## config.mk

```make
export PLATFORM = sky130hd
export DESIGN_NAME = mon_mix
export DESIGN_NICKNAME = d
export VERILOG_FILES = /design/src/rtl/mon_mix_pkg.sv /design/src/rtl/mon_step_atten.sv /design/src/rtl/mon_sat_add.sv /design/src/rtl/mon_mix.sv
export SDC_FILE = /design/constraint.sdc
export NUM_CORES = 1
export LEC_CHECK = 0
export BUFFER_PORTS_ARGS = -buffer_cell sky130_fd_sc_hd__buf_2
export CORE_MARGIN = 4
export CORE_UTILIZATION = 56
export CTS_CLUSTER_SIZE = 12
export DETAILED_ROUTE_END_ITERATION = 8
export PLACE_DENSITY = 0.73
export SYNTH_ARGS = -nofsm -noshare
export SYNTH_HDL_FRONTEND = slang
export SYNTH_SLANG_ARGS = --single-unit
```

## constraint.sdc

```tcl
create_clock -name clk -period 24.7 [get_ports clk]
set_clock_uncertainty 0.15 [all_clocks]
set_input_delay 1.235 -clock clk [delete_from_list [all_inputs] [get_ports clk]]
set_output_delay 1.235 -clock clk [all_outputs]
set_load 0.01 [all_outputs]
```

## src/rtl/mon_mix_pkg.sv

```systemverilog
package mon_mix_pkg;

  // Number of audio channels mixed in parallel
  localparam int NCH = 2;

  // Fraction bits of the fine-step coefficient (unity = 2**FRAC_W)
  localparam int FRAC_W = 15;

  // Fine-step coefficients for 0, -1.5, -3 and -4.5 dB, in unsigned Q1.FRAC_W
  function automatic logic [FRAC_W:0] fine_coef(input logic [1:0] idx);
    logic [FRAC_W:0] k;
    case (idx)
      2'd0:    k = 16'd32768;
      2'd1:    k = 16'd27571;
      2'd2:    k = 16'd23198;
      default: k = 16'd19519;
    endcase
    return k;
  endfunction

endpackage

```

## src/rtl/mon_step_atten.sv

```systemverilog
// Fine coefficient multiply followed by a coarse arithmetic shift
module mon_step_atten
  import mon_mix_pkg::*;
#(
  parameter int DW = 16,
  parameter int AW = 6
) (
  input  logic signed [DW-1:0] din,
  input  logic        [AW-1:0] atten,
  output logic signed [DW-1:0] dout
);

  localparam int PW  = DW + FRAC_W + 1;
  localparam int CSW = AW - 2;

  logic        [FRAC_W:0] coef;
  logic        [CSW-1:0]  coarse;
  logic signed [PW-1:0]   prod;
  logic signed [PW-1:0]   scaled;

  always_comb begin
    coef   = fine_coef(atten[1:0]);
    coarse = atten[AW-1:2];
    prod   = PW'(din) * $signed({1'b0, coef});
    scaled = prod >>> (FRAC_W + int'(coarse));
    dout   = DW'(scaled);
  end

endmodule

```

## src/rtl/mon_sat_add.sv

```systemverilog
// Signed add with clamp to the representable range
module mon_sat_add #(
  parameter int DW = 16
) (
  input  logic signed [DW-1:0] a,
  input  logic signed [DW-1:0] b,
  output logic signed [DW-1:0] y
);

  localparam logic signed [DW-1:0] MAXV = {1'b0, {(DW-1){1'b1}}};
  localparam logic signed [DW-1:0] MINV = {1'b1, {(DW-1){1'b0}}};

  logic signed [DW:0] sum;

  always_comb begin
    sum = {a[DW-1], a} + {b[DW-1], b};
    if (sum[DW] != sum[DW-1])
      y = sum[DW] ? MINV : MAXV;
    else
      y = sum[DW-1:0];
  end

endmodule

```

## src/rtl/mon_mix.sv

```systemverilog
module mon_mix
  import mon_mix_pkg::*;
#(
  parameter int DW = 16,
  parameter int AW = 6
) (
  input  logic                 clk,
  input  logic                 rst,
  input  logic                 smp_stb,
  input  logic signed [DW-1:0] cap_l,
  input  logic signed [DW-1:0] cap_r,
  input  logic signed [DW-1:0] pb_l,
  input  logic signed [DW-1:0] pb_r,
  input  logic        [AW-1:0] mon_atten,
  input  logic                 mon_mute,
  output logic signed [DW-1:0] mix_l,
  output logic signed [DW-1:0] mix_r,
  output logic                 mix_vld
);

  logic signed [DW-1:0] cap_a [NCH];
  logic signed [DW-1:0] pb_a  [NCH];
  logic signed [DW-1:0] att_w [NCH];
  logic signed [DW-1:0] sum_w [NCH];
  logic signed [DW-1:0] mix_q [NCH];

  assign cap_a[0] = cap_l;
  assign cap_a[1] = cap_r;
  assign pb_a[0]  = pb_l;
  assign pb_a[1]  = pb_r;

  for (genvar ch = 0; ch < NCH; ch++) begin : g_ch
    mon_step_atten #(.DW(DW), .AW(AW)) u_att (
      .din   (cap_a[ch]),
      .atten (mon_atten),
      .dout  (att_w[ch])
    );

    mon_sat_add #(.DW(DW)) u_add (
      .a (pb_a[ch]),
      .b (att_w[ch]),
      .y (sum_w[ch])
    );

    always_ff @(posedge clk) begin
      if (rst)
        mix_q[ch] <= '0;
      else if (smp_stb)
        mix_q[ch] <= mon_mute ? pb_a[ch] : sum_w[ch];
    end
  end

  always_ff @(posedge clk) begin
    if (rst) mix_vld <= 1'b0;
    else     mix_vld <= smp_stb;
  end

  assign mix_l = mix_q[0];
  assign mix_r = mix_q[1];


  att_bound_chk: assert property (@(posedge clk) disable iff (rst)
    !cap_l[DW-1] |-> (!att_w[0][DW-1] && att_w[0] <= cap_l));


  mute_pass_chk: assert property (@(posedge clk) disable iff (rst)
    (smp_stb && mon_mute) |=> (mix_l == $past(pb_l) && mix_r == $past(pb_r)));


  no_wrap_pos_chk: assert property (@(posedge clk) disable iff (rst)
    (smp_stb && !mon_mute && !pb_l[DW-1] && !att_w[0][DW-1]) |=> !mix_l[DW-1]);


  no_wrap_neg_chk: assert property (@(posedge clk) disable iff (rst)
    (smp_stb && !mon_mute && pb_r[DW-1] && att_w[1][DW-1]) |=> mix_r[DW-1]);


  vld_src_chk: assert property (@(posedge clk) disable iff (rst)
    mix_vld |-> $past(smp_stb));


  hold_chk: assert property (@(posedge clk) disable iff (rst)
    !smp_stb |=> ($stable(mix_l) && $stable(mix_r)));

endmodule

```

==> results_dict.tcl, run 1 <==
set metrics [dict create \
    die_area_um2 44300 \
    worst_setup_path_end_kind "flop" \
    finalCritPeriodShare 0.525 \
    gp_congestion 0.991 \
    cpMostUsedCell "fa_1" \
    drc 0 \
    vias 19100 \
    antenna_found_initial 0 \
    start_kind "input pin" \
    nets 3523 \
    cts_max_level 2 \
    required_ns 24.57 \
    ys.flop_type "edfxtp_1" \
    die_y_um 210 \
    core_area_um2 40100 \
    root_buffer "clkbuf_16" \
    grt_max_degree 60 \
    gr-total-overflow 0 \
    slew_viol_final 0 \
    start_util 0.572 \
    tns_ns 0 \
    hold_class "input pin to flop" \
    worst_pin_slew_ns 1.10 \
    crit_end "mix_q[0][15]" \
    setup_viol_count_final 0 \
    period_minus_slack_ns 12.98 \
    fp-row-count 73 \
    place_inst 3307 \
    io_pins 107 \
    cts_hold_buf 0 \
    synth_top_area_share 0.292 \
    cp_max_fo 34 \
    die_w_um 210 \
    ys_top_cells_by_area "fa_1 (29%), ha_1 (18%), inv_1 (10%)" \
    post-cts-setup-buffers 0 \
    ctsResizeCount 0 \
    first_pass_iters 6 \
    grt_pass1_wl_um 103000 \
    yosys.area.top_type "fa_1" \
    synth_edf_count 32 \
    drive_above_1_share 0.0724 \
    final_area_um2 24000 \
    synth.avg_cell_area_um2 8.27 \
    cap_violations 0 \
    area_delta_synth_final_pct 4.59 \
    syn_area_um2 22900 \
    antenna_cells 0 \
    synthCells 2773 \
    layout_setup_ws_ns 11.72 \
    final_cells 3315 \
    yosysSeqAreaShare 0.0428 \
    cpMaxStageDelayCell "a41oi_2" \
    cts_tree "done" \
    drt_iter0_drc 1465 \
    clk_pin_slew_ns 0.05 \
    critPathArrivalTime_ns 12.85 \
    crit_start "mon_atten[0]" \
    clockBufferDepth 2 \
    hold_violations 0 \
    placedInstanceArea_um2 23800 \
    cts_made_buffers 5 \
    track_usage 0.285 \
    relSlewSlack 0.266 \
    status "completed" \
    synthArstFlopShare 0 \
    ys_seq_elements 33 \
    grt_pass1_vias 19800 \
    max_freq_mhz 77.1 \
    port_buffers 106 \
    ant_nets 0 \
    max_stage_delay_ns 0.88 \
    dp_hpwl_um 54100 \
    yosys_warnings 0 \
    clock-sinks 33 \
    via_per_inst 5.78 \
    post-place-ws_ns 11.64 \
    synth_nets 3507 \
    crit_type "input pin to flop" \
    totalWireLength_um 63200 \
    routedWlPerCell_um 19.1 \
    rsz0062_at_grt "no" \
    ys_types 92 \
]
per-stage QoR:
step | hold slack (ns) | util
floorplan | 1.31 | -
detailed placement | 1.45 | 0.594
global route | 1.19 | 0.598
CTS | 1.16 | 0.598
finish | 1.16 | 0.598
global placement | 1.43 | 0.594
cells in the mapped netlist (35+ instances only):
cell and number:
a21o_1 38, a21oi_1 143, and2_1 102, clkbuf_1 93, fa_1 334, ha_1 326, inv_1 629, mux2i_1 41
nand2_1 217, nand2b_1 35, nor2_1 127, o21ai_0 128, xnor2_1 70, xor2_1 38
area by class of cell:
| type | count | area, um2 |
|---|---|---|
| multi-input cells | 1998 | 19200 |
| fillers | 3645 | 16100 |
| clock buffers | 7 | 153 |
| inverters | 629 | 2360 |
| repair buffers | 122 | 651 |
| well taps | 525 | 657 |
| flip-flops and latches | 33 | 981 |
| clock inverters | 1 | 5.00 |
critical path: cells and delay by family:
| family | cells | cell delay (ns) |
|---|---|---|
| adders and majority gates | 10 | 3.83 |
| and+or+nand+nor | 7 | 1.91 |
| muxes | 1 | 0.14 |
| AOI/OAI and AO/OA | 15 | 4.52 |
| xor gates and xnor gates | 1 | 0.18 |
| buffers and inverters | 5 | 0.95 |
cell usage in the layout (no fill, tap or decap), types with 24 or more instances in the layout:
| master | netlist | routed |
|---|---|---|
| ha_1 | 326 | 325 |
| xnor2_1 | 70 | 69 |
| nand3_1 | 32 | 32 |
| edfxtp_1 | 32 | 32 |
| nand2b_1 | 35 | 35 |
| xor2_1 | 38 | 36 |
| mux2i_1 | 41 | 41 |
| o21ai_0 | 128 | 128 |
| fa_1 | 334 | 334 |
| nor2_1 | 127 | 127 |
| a211oi_1 | 32 | 32 |
| a21oi_1 | 143 | 143 |
| nor3_1 | 24 | 24 |
| buf_2 | 12 | 106 |
| and2_1 | 102 | 102 |
| inv_1 | 629 | 629 |
| nand2_1 | 217 | 217 |
| a21o_1 | 38 | 38 |
routing by layer:
metal	track usage	routed length (um)	up-vias
li1	-	-	9030
met1	0.406	28600	9275
met2	0.454	28000	747
met3	0.0586	5360	97
met4	0.0605	1220	0
met5	0	0	-
how the worst min path moves through the flow:
stage	start	to	cells past startpoint	slack (ns)
2_1_floorplan	pb_r[15]	mix_q[1][15]	2	1.31
3_3_place_gp	pb_r[15]	mix_q[1][15]	3	1.43
3_5_place_dp	pb_r[15]	mix_q[1][15]	3	1.45
4_1_cts	pb_r[15]	mix_q[1][15]	3	1.16
5_1_grt	pb_r[15]	mix_q[1][15]	3	1.19
6_report	pb_r[15]	mix_q[1][15]	3	1.16
state kept, by name (all words and copies together), names as in the netlist:
signal / count
mix_vld: 1
mix_q: 32
cells by family (layout without fill, tap and decap cells):
family | after synthesis | count (layout) | synth area share
AO/OA/AOI/OAI | 527 | 527 | 0.151
XOR/XNOR | 109 | 109 | 0.0422
adder cells (fa/ha/maj) | 660 | 660 | 0.469
buffers and inverters | 742 | 759 | 0.123
flip-flops | 33 | 33 | 0.0428
multiplexers | 73 | 73 | 0.0390
AND/OR/NAND/NOR | 629 | 629 | 0.133
Power of run 1 is not shown: default switching activity piles up to over one toggle a cycle in this logic, so the estimate is an artifact.
==> inputs of run 2 (changes only) <==
Clock period 24.7 ns to 13.3 ns, I/O delays scaled along.
==> run 2 against run 1 <==
  * Non-clock buffer count up 7
  * First-iteration DRC count rose by 22%
  * Critical path depth is 3 lower
  * Via count grew 1.1%
  * Setup slack got worse by 10 ns
  * Global-route usage down 0.45 points
==> results_dict.tcl, run 2 (synthesis gave the netlist of run 1 again) <==
set metrics [dict create \
    status "completed" \
    final_common_cell "inv_1" \
    grt_max_degree 60 \
    top_regs "mix_q (32), mix_vld (1)" \
    drt_iter0_drc 1794 \
    worst_setup_path_end_kind "flop" \
    cap_violations 0 \
    worst_pin_slew_ns 1.23 \
    crit_type "input pin to flop" \
    drive_above_1_share 0.0737 \
    hold_violations 0 \
    whs_ns 0.576 \
    gp_congestion 0.991 \
    die_w_um 210 \
    die_area_um2 44300 \
    fp-row-count 73 \
    start_kind "input pin" \
    start_util 0.572 \
    largest_register "mix_q" \
    slew_viol_final 0 \
    rsz0062_at_grt "no" \
    dp_hpwl_um 54000 \
    critPathArrivalTime_ns 11.98 \
    tns_ns 0 \
    max_freq_mhz 83.3 \
    io_pins 107 \
    die_y_um 210 \
    totalWireLength_um 62700 \
    drc 0 \
    root_buffer "clkbuf_16" \
    cts_hold_buf 0 \
    cpMaxStageDelayCell "nor2_1" \
    via_per_inst 5.83 \
    layout.cells.most_common_list "inv_1 (629), fa_1 (334), ha_1 (325)" \
    first_pass_iters 6 \
    antenna_cells 0 \
    nets 3530 \
    antenna_found_initial 0 \
    clk_pin_slew_ns 0.05 \
    grt_pass1_wl_um 102000 \
    ctsResizeCount 0 \
    track_usage 0.280 \
    routedWlPerCell_um 18.9 \
    grt_pass1_vias 19400 \
    relSlewSlack 0.179 \
    largest_reg_flops 32 \
    cp_max_fo 29 \
    cts_made_buffers 5 \
    ant_nets 0 \
    finalCritPeriodShare 0.903 \
    core_area_um2 40100 \
    area_delta_synth_final_pct 4.73 \
    post-cts-setup-buffers 0 \
    period_minus_slack_ns 12.00 \
    clock-sinks 33 \
    cpMostUsedCell "fa_1" \
    hold_class "input pin to flop" \
    post-place-ws_ns 1.21 \
    layout_setup_ws_ns 1.30 \
    clockBufferDepth 2 \
    cts_max_level 2 \
    required_ns 13.28 \
    cts_tree "done" \
    vias 19400 \
    setup_viol_count_final 0 \
    port_buffers 106 \
    max_stage_delay_ns 1.05 \
    gr-total-overflow 0 \
]
-- run 2: final timing paths --
kind	startpoint	end	cells after the start
max	mon_atten[0]	mix_q[0][13]	36
min	pb_r[15]	mix_q[1][15]	3
-- run 2: worst max-delay path: cells and delay by family --
family / cells / cell delay (ns)
mux: 1 / 0.13
buf+inv: 3 / 0.28
fa+ha+maj: 10 / 3.93
compound gates: 16 / 4.73
xor+xnor: 1 / 0.19
simple gates: 5 / 2.03
-- run 2: layer usage --
layer / part of all wire / GRT usage / vias to the layer above
met4: 0.019 / 0.0565 / 0
met5: 0 / 0 / -
li1: - / - / 9051
met3: 0.090 / 0.0539 / 90
met1: 0.45 / 0.412 / 9376
met2: 0.44 / 0.436 / 839
-- run 2: cell type report --
cell class	count	area, um2
clock buffers	8	136
fillers	3622	16100
inverters	629	2360
multi-input cells	1998	19200
flip-flops and latches	33	981
well taps	525	657
repair buffers	129	703
-- run 2: through the flow --
step | utilization | cell area [um2] | instances
3_5_place_dp | 0.596 | 23900 | 3314
6_report | 0.599 | 24000 | 3322
3_3_place_gp | 0.596 | 23900 | 3314
4_1_cts | 0.599 | 24000 | 3322
2_1_floorplan | - | 22900 | 2773
5_1_grt | 0.599 | 24000 | 3322
Power of run 2 is left out for the same reason.
==> inputs of run 3 (changes only) <==
Settings changed: PLACE_DENSITY 0.73 to 0.72, SYNTH_HIERARCHICAL set to 1.
==> run 3 against run 2 <==
  * Utilization fell by 1.2 points
  * Sequential share of layout area fell by 0.31 points
  * First-iteration DRC count fell by 10%
  * Area after synthesis rose by 9.7%
  * Wire length rose by 10%
  * Cell count rose by 8.2%
  * Non-clock buffer count fell by 3
  * Die area rose by 9.3%
  * Highest routed layer unchanged
==> results_dict.tcl, run 3 <==
set metrics [dict create \
    synth_compound_area_frac 0.167 \
    nets 3741 \
    yosys.area_share.adder 0.445 \
    hold_start "pb_l[14]" \
    yosys_warnings 6 \
    holdPathStages 3 \
    die_area_um2 48400 \
    grt_pass1_vias 21500 \
    setup_viol_count_final 0 \
    track_usage 0.283 \
    grt_max_degree 41 \
    status "completed" \
    layout.cells.most_common_list "inv_1 (578), ha_1 (334), fa_1 (332)" \
    cp_max_fo 24 \
    slew_viol_final 0 \
    synth.mux.area_fraction 0.0454 \
    clockBufferDepth 2 \
    yosysSeqAreaShare 0.0390 \
    synth_most_common_cell "inv_1" \
    yosys.area_share.xor_xnor 0.0406 \
    period_minus_slack_ns 11.35 \
    dp_hpwl_um 59300 \
    cts_max_level 2 \
    crit_type "input pin to flop" \
    ys_seq_elements 33 \
    synthCells 3006 \
    die_w_um 220 \
    port_buffers 106 \
    critPathArrivalTime_ns 11.18 \
    worst_setup_path_end_kind "flop" \
    finalCritPeriodShare 0.853 \
    cts_tree "done" \
    tns_ns 0 \
    clk_pin_slew_ns 0.06 \
    holdPathEnd "mix_q[0][14]" \
    synth.top_cells.by_count "inv_1 (578), ha_1 (334), fa_1 (332), nand2_1 (261), nor2_1 (154)" \
    cts_hold_buf 0 \
    synth_top_family_by_area "adder cells" \
    hold_violations 0 \
    cpMaxStageDelayCell "nor4_2" \
    start_kind "input pin" \
    synthArstFlopShare 0 \
    synth_edf_count 32 \
    synth_top_area_share 0.264 \
    cap_violations 0 \
    totalWireLength_um 69100 \
    drt_iter0_drc 1614 \
    ys.flop_type "edfxtp_1" \
    hold_class "input pin to flop" \
    largest_register "mix_q" \
    max_freq_mhz 88.1 \
    drc 0 \
    gr-total-overflow 0 \
    ys_types 116 \
    root_buffer "clkbuf_16" \
    cpMostUsedCell "fa_1" \
    cts_made_buffers 5 \
    die_y_um 220 \
    ctsResizeCount 0 \
    area_delta_synth_final_pct 3.32 \
    post-cts-setup-buffers 0 \
    synth_nets 3746 \
    required_ns 13.13 \
    n_fill_cell 4054 \
    worst_pin_slew_ns 1.26 \
    first_pass_iters 6 \
    syn_area_um2 25200 \
    placedInstanceArea_um2 25900 \
    rsz0062_at_grt "no" \
    max_stage_delay_ns 0.71 \
    ant_nets 0 \
    start_util 0.568 \
    synth-simple-area-share 0.147 \
    synth.avg_cell_area_um2 8.37 \
    gp_congestion 1.01 \
    clock-sinks 33 \
    via_per_inst 5.93 \
    core_area_um2 44300 \
    vias 21300 \
    top_regs "mix_q (32), mix_vld (1)" \
    drive_above_1_share 0.0889 \
    antenna_cells 0 \
    antenna_found_initial 0 \
    fp-row-count 77 \
    yosys.area.top_type "fa_1" \
    routedWlPerCell_um 19.2 \
    relSlewSlack 0.161 \
    grt_pass1_wl_um 112000 \
    final_area_um2 26000 \
    largest_reg_flops 32 \
    final_common_cell "inv_1" \
    io_pins 107 \
    ys_top_cells_by_area "fa_1 (26%), ha_1 (17%), inv_1 (8.6%)" \
]
run 3: changes by cell type after synthesis, sizes merged, moves of 25 or more:
| cell | delta |
|---|---|
| inv | -51 |
| nand2 | +45 |
| maj3 | +36 |
| mux2i | +36 |
| buf | +29 |
| nor2 | +29 |
| and2 | +25 |
run 3: kinds of logic after synthesis:
kind of cell,Yosys count
buf+inv,716
compound gates,585
mux,102
simple gates,753
flops,33
fa+ha+maj,702
xor+xnor,115
run 3: cell type report:
cell class	instances	area [um2]	share of cell area
multi-input cells	2257	21300	0.819
flip-flops and latches	33	981	0.0377
well taps	592	741	0.0285
inverters	578	2170	0.0835
clock inverters	2	10.0	0.000385
clock buffers	6	129	0.00496
repair buffers	126	681	0.0262
run 3: worst max-delay path by stage:
stage	depth (start not counted)	from	end
2_1_floorplan	39	mon_atten[0]	mix_q[0][10]
3_3_place_gp	36	mon_atten[0]	mix_q[1][8]
3_5_place_dp	39	mon_atten[0]	mix_q[1][8]
4_1_cts	39	mon_atten[0]	mix_q[1][8]
5_1_grt	38	mon_atten[0]	mix_q[0][5]
6_report	36	mon_atten[0]	mix_q[1][8]
run 3: routing by layer:
| metal | vias to the layer above | wire [um] | GRT usage |
|---|---|---|---|
| met2 | 782 | 34400 | 0.492 |
| met5 | - | 0 | 0 |
| met4 | 0 | 2440 | 0.0831 |
| li1 | 9985 | - | - |
| met3 | 151 | 3800 | 0.0212 |
| met1 | 10400 | 28500 | 0.378 |
run 3: worst max-delay path: cells and delay by family:
kind / cells / cell delay (ns)
adder cells (fa/ha/maj): 11 / 4.81
AND/OR/NAND/NOR: 7 / 2.11
AO/OA/AOI/OAI: 9 / 2.11
buffers and inverters: 6 / 0.94
multiplexers: 2 / 0.31
XOR/XNOR: 1 / 0.22
run 3: through the flow:
| step | worst slack (ns) | hold slack [ns] | instances | utilization |
|---|---|---|---|---|
| 5_1_grt | 1.42 | 0.595 | 3594 | 0.587 |
| 2_1_floorplan | 3.66 | 0.742 | 3006 | - |
| 3_5_place_dp | 1.89 | 0.879 | 3586 | 0.583 |
| 4_1_cts | 2.16 | 0.587 | 3594 | 0.587 |
| 6_report | 1.95 | 0.589 | 3594 | 0.587 |
| 3_3_place_gp | 2.09 | 0.876 | 3586 | 0.583 |
Power of run 3 is left out for the same reason.
